`config.mk`:
```
export PLATFORM = sky130hd
export DESIGN_NAME = mq_byte_feeder
export DESIGN_NICKNAME = d
export VERILOG_FILES = /design/src/rtl/mqf_pkg.sv /design/src/rtl/mqf_rotor.sv /design/src/rtl/mqf_queue.sv /design/src/rtl/mq_byte_feeder.sv
export SDC_FILE = /design/constraint.sdc
export NUM_CORES = 1
export LEC_CHECK = 0
export ABC_AREA = 1
export BUFFER_PORTS_ARGS = -buffer_cell sky130_fd_sc_hd__buf_4
export CORE_AREA = 2 2 219 221
export DETAILED_ROUTE_END_ITERATION = 10
export DIE_AREA = 0 0 221 223
export GPL_ROUTABILITY_DRIVEN = 0
export GPL_TIMING_DRIVEN = 0
export MAX_ROUTING_LAYER = met4
export PLACE_DENSITY = 0.8
export SLEW_MARGIN = 20
export SYNTH_ARGS = -nofsm -noshare
export SYNTH_HDL_FRONTEND = slang
export SYNTH_SLANG_ARGS = --single-unit
```
`constraint.sdc`:
```
create_clock -name clk -period 3.75 [get_ports clk]
set_clock_uncertainty 0.1 [all_clocks]
set_input_delay 0.375 -clock clk [delete_from_list [all_inputs] [get_ports clk]]
set_output_delay 0.375 -clock clk [all_outputs]
set_load 0.02 [all_outputs]
```
`src/rtl/mqf_pkg.sv`:
```
package mqf_pkg;

   typedef enum logic [1:0] {
      QM_OPEN   = 2'd0,
      QM_CLOSED = 2'd1,
      QM_DROP   = 2'd2
   } qmode_t;

   function automatic bit is_pow2(input int v);
      return (v > 0) && ((v & (v - 1)) == 0);
   endfunction

endpackage

```
`src/rtl/mqf_rotor.sv`:
```
module mqf_rotor #(
   parameter int NUM = 4,
   parameter int W   = 2
) (
   input  logic         clk,
   input  logic         rst_n,
   output logic [W-1:0] slot
);
   localparam logic [W-1:0] LAST = W'(NUM - 1);

   logic [W-1:0] slot_q;
   logic         armed;

   generate
      if (mqf_pkg::is_pow2(NUM)) begin : g_wrap
         always_ff @(posedge clk) begin
            if (!rst_n) slot_q <= '0;
            else        slot_q <= slot_q + 1'b1;
         end
      end else begin : g_cmp
         always_ff @(posedge clk) begin
            if (!rst_n)             slot_q <= '0;
            else if (slot_q == LAST) slot_q <= '0;
            else                    slot_q <= slot_q + 1'b1;
         end
      end
   endgenerate

   always_ff @(posedge clk) begin
      if (!rst_n) armed <= 1'b0;
      else        armed <= 1'b1;
   end

   assign slot = slot_q;

   p_slot_advance_r2: assert property (@(posedge clk) disable iff (!rst_n)
      armed |-> slot_q == (($past(slot_q) == LAST) ? '0 : $past(slot_q) + 1'b1));

   p_slot_range_r2: assert property (@(posedge clk) disable iff (!rst_n)
      slot_q <= LAST);

endmodule

```
`src/rtl/mqf_queue.sv`:
```
module mqf_queue
   import mqf_pkg::*;
#(
   parameter int DEPTH  = 16,
   parameter int DATA_W = 8
) (
   input  logic              clk,
   input  logic              rst_n,
   input  logic              wr_en,
   input  logic [DATA_W-1:0] wr_data,
   input  logic              wr_last,
   input  logic              rd_en,
   input  logic              flush,
   output logic              ready,
   output logic              nonempty,
   output logic [DATA_W-1:0] rd_data,
   output logic              rd_start,
   output logic              rd_end
);
   localparam int AW = $clog2(DEPTH);
   localparam int PW = AW + 1;
   localparam logic [PW-1:0] FULL_CNT = PW'(DEPTH);

   logic [DATA_W-1:0] mem [DEPTH];
   logic [PW-1:0]     head, tail, count;
   logic [AW-1:0]     start_ptr, end_ptr;
   qmode_t            mode;
   logic              started, start_pending;
   logic              full, drop_next;

   assign count    = tail - head;
   assign full     = (count == FULL_CNT);
   assign nonempty = (head != tail);
   assign ready    = (mode == QM_DROP) || ((mode == QM_OPEN) && !full);
   assign rd_data  = mem[head[AW-1:0]];
   assign rd_start = start_pending && (head[AW-1:0] == start_ptr);
   assign rd_end   = (mode == QM_CLOSED) && (head[AW-1:0] == end_ptr);

   // after a flush the queue drops input until the packet's last byte is seen
   assign drop_next = ((mode == QM_DROP) ||
                       ((mode == QM_OPEN) && (started || wr_en))) &&
                      !(wr_en && wr_last);

   always_ff @(posedge clk) begin
      if (wr_en && !flush && (mode != QM_DROP))
         mem[tail[AW-1:0]] <= wr_data;
   end

   always_ff @(posedge clk) begin
      if (!rst_n) begin
         head          <= '0;
         tail          <= '0;
         start_ptr     <= '0;
         end_ptr       <= '0;
         mode          <= QM_OPEN;
         started       <= 1'b0;
         start_pending <= 1'b0;
      end else if (flush) begin
         head          <= tail;
         started       <= 1'b0;
         start_pending <= 1'b0;
         mode          <= drop_next ? QM_DROP : QM_OPEN;
      end else begin
         if (rd_en) begin
            head <= head + 1'b1;
            if (rd_start) start_pending <= 1'b0;
            if (rd_end) begin
               mode    <= QM_OPEN;
               started <= 1'b0;
            end
         end
         if (wr_en) begin
            if (mode == QM_DROP) begin
               if (wr_last) mode <= QM_OPEN;
            end else begin
               tail <= tail + 1'b1;
               if (!started) begin
                  started       <= 1'b1;
                  start_pending <= 1'b1;
                  start_ptr     <= tail[AW-1:0];
               end
               if (wr_last) begin
                  mode    <= QM_CLOSED;
                  end_ptr <= tail[AW-1:0];
               end
            end
         end
      end
   end

   p_no_overflow_r6: assert property (@(posedge clk) disable iff (!rst_n)
      (wr_en && (mode == QM_OPEN)) |-> !full);

   p_write_lands_r3: assert property (@(posedge clk) disable iff (!rst_n)
      (wr_en && !flush && (mode == QM_OPEN)) |=> nonempty);

   p_closed_refuses_r7: assert property (@(posedge clk) disable iff (!rst_n)
      ((mode == QM_CLOSED) && !flush) |=> $stable(tail));

   p_flush_empties_r8: assert property (@(posedge clk) disable iff (!rst_n)
      flush |=> !nonempty);

   p_drop_discards_r9: assert property (@(posedge clk) disable iff (!rst_n)
      (mode == QM_DROP) |=> $stable(tail));

endmodule

```
`src/rtl/mq_byte_feeder.sv`:
```
module mq_byte_feeder #(
   parameter int NUM_QUEUES  = 4,
   parameter int TOTAL_BYTES = 64,
   parameter int DATA_W      = 8,
   parameter int QIW         = (NUM_QUEUES > 1) ? $clog2(NUM_QUEUES) : 1
) (
   input  logic                  clk,
   input  logic                  rst_n,
   input  logic                  wr_valid,
   input  logic [QIW-1:0]        wr_queue,
   input  logic [DATA_W-1:0]     wr_data,
   input  logic                  wr_last,
   output logic [NUM_QUEUES-1:0] wr_ready,
   input  logic [NUM_QUEUES-1:0] flush,
   output logic                  out_valid,
   output logic [QIW-1:0]        out_queue,
   output logic [DATA_W-1:0]     out_data,
   output logic                  out_start,
   output logic                  out_end
);
   localparam int DEPTH = TOTAL_BYTES / NUM_QUEUES;

   generate
      if (NUM_QUEUES < 2) begin : g_bad_count
         $error("mq_byte_feeder: NUM_QUEUES must be at least 2");
      end
      if ((TOTAL_BYTES % NUM_QUEUES) != 0) begin : g_bad_split
         $error("mq_byte_feeder: TOTAL_BYTES must divide evenly by NUM_QUEUES");
      end
      if (!mqf_pkg::is_pow2(DEPTH) || (DEPTH < 2)) begin : g_bad_depth
         $error("mq_byte_feeder: per-queue depth must be a power of two >= 2");
      end
      if (QIW < $clog2(NUM_QUEUES)) begin : g_bad_idx
         $error("mq_byte_feeder: QIW too narrow for NUM_QUEUES");
      end
   endgenerate

   logic [QIW-1:0]        slot;
   logic [NUM_QUEUES-1:0] q_ready, q_nonempty, q_start, q_end, rd_en, wr_en;
   logic [DATA_W-1:0]     q_data [NUM_QUEUES];

   logic                  issue, sel_start, sel_end;
   logic [DATA_W-1:0]     sel_data;

   mqf_rotor #(.NUM(NUM_QUEUES), .W(QIW)) u_rotor (
      .clk   (clk),
      .rst_n (rst_n),
      .slot  (slot)
   );

   generate
      for (genvar g = 0; g < NUM_QUEUES; g++) begin : g_queue
         assign wr_en[g] = wr_valid && (wr_queue == QIW'(g)) && q_ready[g];
         assign rd_en[g] = (slot == QIW'(g)) && q_nonempty[g] && !flush[g];

         mqf_queue #(.DEPTH(DEPTH), .DATA_W(DATA_W)) u_q (
            .clk      (clk),
            .rst_n    (rst_n),
            .wr_en    (wr_en[g]),
            .wr_data  (wr_data),
            .wr_last  (wr_last),
            .rd_en    (rd_en[g]),
            .flush    (flush[g]),
            .ready    (q_ready[g]),
            .nonempty (q_nonempty[g]),
            .rd_data  (q_data[g]),
            .rd_start (q_start[g]),
            .rd_end   (q_end[g])
         );
      end
   endgenerate

   assign wr_ready = q_ready;

   always_comb begin
      issue     = 1'b0;
      sel_data  = '0;
      sel_start = 1'b0;
      sel_end   = 1'b0;
      for (int i = 0; i < NUM_QUEUES; i++) begin
         if (rd_en[i]) begin
            issue     = 1'b1;
            sel_data  = q_data[i];
            sel_start = q_start[i];
            sel_end   = q_end[i];
         end
      end
   end

   always_ff @(posedge clk) begin
      if (!rst_n) begin
         out_valid <= 1'b0;
         out_queue <= '0;
         out_data  <= '0;
         out_start <= 1'b0;
         out_end   <= 1'b0;
      end else begin
         out_valid <= issue;
         out_queue <= slot;
         out_data  <= sel_data;
         out_start <= sel_start;
         out_end   <= sel_end;
      end
   end

   p_one_reader_r3: assert property (@(posedge clk) disable iff (!rst_n)
      $onehot0(rd_en));

   p_bubble_marks_r5: assert property (@(posedge clk) disable iff (!rst_n)
      !out_valid |-> !(out_start || out_end));

   p_flushed_slot_idle_r4: assert property (@(posedge clk) disable iff (!rst_n)
      (flush[slot] || !q_nonempty[slot]) |=> !out_valid);

endmodule

```
==> impl_metrics.ini <==
[timing]
finalCriticalPeriod_ns = 3.47
setup_viol = 0
final-max-slew-violation-count = 0
fmax_mhz = 288
rsz0062_at_grt = false
hold_violations = 0
worst_pin_slew_ns = 0.934
fin_crit_sh = 0.925
tns_ns = 0
slew-limit-headroom = 0.373

[synth]
synth_seq_area_share = 0.636
syn-num-nets = 2963
synth_cell_type_count = 32
synthAdderAreaFrac = 0.0179
yosysWarnings = 0
synth-xor-area-share = 0.0113
yosys-mux-area-fraction = 0
ys_seq_elements = 631
postSynthCellCount = 2905
synth_compound_area_frac = 0.0416
yosys.area_share.simple = 0.231
synth_top_family_by_area = simple AND/OR/NAND/NOR gates
syn-cell-area_sq_um = 27900
syn_area_per_cell_sq_um = 9.61

[route]
drt-initial-drc-count = 2908
vias_per_cell = 5.81
drtAntennaViolNets = 0
wl_um = 71300
post-route-drc-count = 0
vias = 21300
wl_per_cell_um = 19.4
drt-pass1-iter-count = 7

[clocking]
clk_path_buf_depth = 3
clkTransAtPathRegs_ns = 0.06
postCtsHoldBufs = 0
postCtsSetupBuffers = 0
cts_resized = 0
clk_latency_ns = 0.64
cts_num_sinks = 631
cts.htree.levels = 2
cts-root-buf = clkbuf_16
tritoncts = built
cts_buffers = 60

[pwr]
vdd_drop_max_mv = 0.376
power_switching_uw = 3070
p_per_area_nw_per_um2 = 470
pwr-share-clk = 0.445
comb_power_share = 0.035
intPower_uw = 11500
seqPwrFrac = 0.521
sw_frac_of_total = 0.210
p_leak_uw = 0.0121

[global_routing]
first_global_vias = 20700
antenna_found_initial = 0
grt_usage = 0.296
grt.overflow.total = 0
grt_start_max_net_pins = 65
grt_pass1_wl_um = 111000

[critical_path]
worst_ep_arrival_time_ns = 3.63
cp.required_ns = 3.91
cp-start-kind = flip-flop
critPathKind = reg2reg
end_kind = flip-flop
path_max_fanout = 10

[floorplanning]
core_area_sq_um = 47100
die_area_sq_um = 49300
placementRows = 80
start_util = 0.592
die_x_um = 221
io_pins = 35
die_h_um = 223

[final_layout]
nets = 3058
area_growth_pct = 11.4
layout_commonest_cell = nand2_1
layout_common_cells = nand2_1, edfxtp_1, nand3_1
fin_area_sq_um = 31100
layout-drive-gt1-share = 0.0708

[placed_design]
io_buffers = 33
dpl-instance-area_sq_um = 28900
dp.final_hpwl_um = 46800

[flow_run]
cap_violations = 0

[run_status]
outcome = completed

[hold_path]
hp-class = in2reg
## critical path, cell delays in order (launching register included)
cell	delay, ns
dfxtp_1	0.31
clkbuf_1	0.38
inv_1	0.09
ha_1	0.37
nand2_1	0.12
inv_1	0.05
nand2_1	0.08
nand2_1	0.06
nand2_1	0.06
nand2_1	0.06
nand2_1	0.11
nand3_2	0.14
nor2_4	0.19
buf_6	0.16
nand2_1	0.17
nor2_1	0.64
## logic make-up after synthesis
group	after synthesis
AO/OA/AOI/OAI	216
XOR/XNOR	36
adder cells (fa/ha/maj)	40
buffers and inverters	433
flip-flops	631
AND/OR/NAND/NOR	1549
## synth_stat cells
cell	instances	share of area
xor2_1	23	0.0072
nor2_1	298	0.040
inv_1	295	0.040
clkbuf_1	70	0.0094
a21boi_1	1	0.00027
or2_1	4	0.00090
buf_1	8	0.0011
ha_1	40	0.018
inv_2	6	0.00081
o21ai_1	4	0.00072
nor2_2	2	0.00045
nand3_2	5	0.0018
edfxtp_1	512	0.55
a41oi_1	1	0.00031
or2_2	3	0.00067
o21ai_0	107	0.019
nor3_1	15	0.0027
nand3_1	396	0.071
nand2_1	807	0.11
nand2_2	3	0.00067
nand4_1	11	0.0025
o21a_1	3	0.00081
a21oi_1	64	0.011
o211ai_1	16	0.0043
and2_1	1	0.00022
buf_2	44	0.0079
nor2_4	4	0.0016
a31oi_1	20	0.0045
xnor2_1	13	0.0041
buf_4	8	0.0022
buf_6	2	0.00081
dfxtp_1	119	0.085
## through the flow
stage	util	setup WS (ns)	instances	hold WS [ns]	total power, uW
floorplan	-	1.08	2905	0.340	8010
finish	0.660	0.280	3668	0.0317	14600
global route	0.660	0.121	3667	0.0672	15000
CTS	0.660	0.362	3667	0.00874	14600
detailed placement	0.614	0.386	3553	0.376	8250
global placement	0.614	0.532	3553	0.357	8230
## worst paths after layout
check	start	to	slack, ns	cells past startpoint
setup / recovery	g_queue[2].u_q.head[2]$_SDFFE_PN0N_	g_queue[2].u_q.mem[4][4]$_DFFE_PP_	0.28	15
hold / removal	wr_queue[0]	g_queue[2].u_q.mode[0]$_SDFF_PP0_	0.03	4
setup reg to reg	g_queue[2].u_q.head[2]$_SDFFE_PN0N_	g_queue[2].u_q.mem[4][4]$_DFFE_PP_	0.28	15
hold reg to reg	g_queue[0].u_q.start_pending$_SDFF_PP0_	g_queue[0].u_q.start_pending$_SDFF_PP0_	0.39	2
## metal layers
| layer | vias up | share of wire | global-route usage |
|---|---|---|---|
| met5 | - | 0 | - |
| met4 | 0 | 0.050 | 0.139 |
| met3 | 253 | 0.096 | 0.0441 |
| met2 | 1222 | 0.46 | 0.457 |
| met1 | 10000 | 0.39 | 0.389 |
| li1 | 9818 | - | - |
## area by class of cell
| class | instances | area, sq um |
|---|---|---|
| flip-flops and latches | 631 | 17800 |
| well taps | 615 | 769 |
| clock inverters | 31 | 343 |
| multi-input cells | 1841 | 8430 |
| repair buffers | 33 | 248 |
| plain buffers | 132 | 596 |
| diodes | 1 | 2.50 |
| clock buffers | 83 | 1830 |
| fillers | 3468 | 16000 |
| inverters | 301 | 1130 |
## power by group through the flow
stage | sequential (uW) | combinational [uW] | clock [uW]
6_report | 7610 | 505 | 6500
3_5_place_dp | 7760 | 489 | 0
3_3_place_gp | 7760 | 471 | 0
5_1_grt | 7610 | 550 | 6800
4_1_cts | 7610 | 494 | 6530
2_1_floorplan | 7760 | 254 | 0
## state kept, by name (all words and copies together) (netlist names), named ones only
signal	count
g_queue.u_q.end_ptr	16
g_queue.u_q.start_pending	4
g_queue.u_q.mode	8
out_queue	2
out_start	1
g_queue.u_q.head	20
g_queue.u_q.mem	512
out_valid	1
out_data	8
g_queue.u_q.start_ptr	16
g_queue.u_q.tail	20
u_rotor.slot	2
g_queue.u_q.started	4
out_end	1
Note: power is estimated with default switching activity, not from simulation.
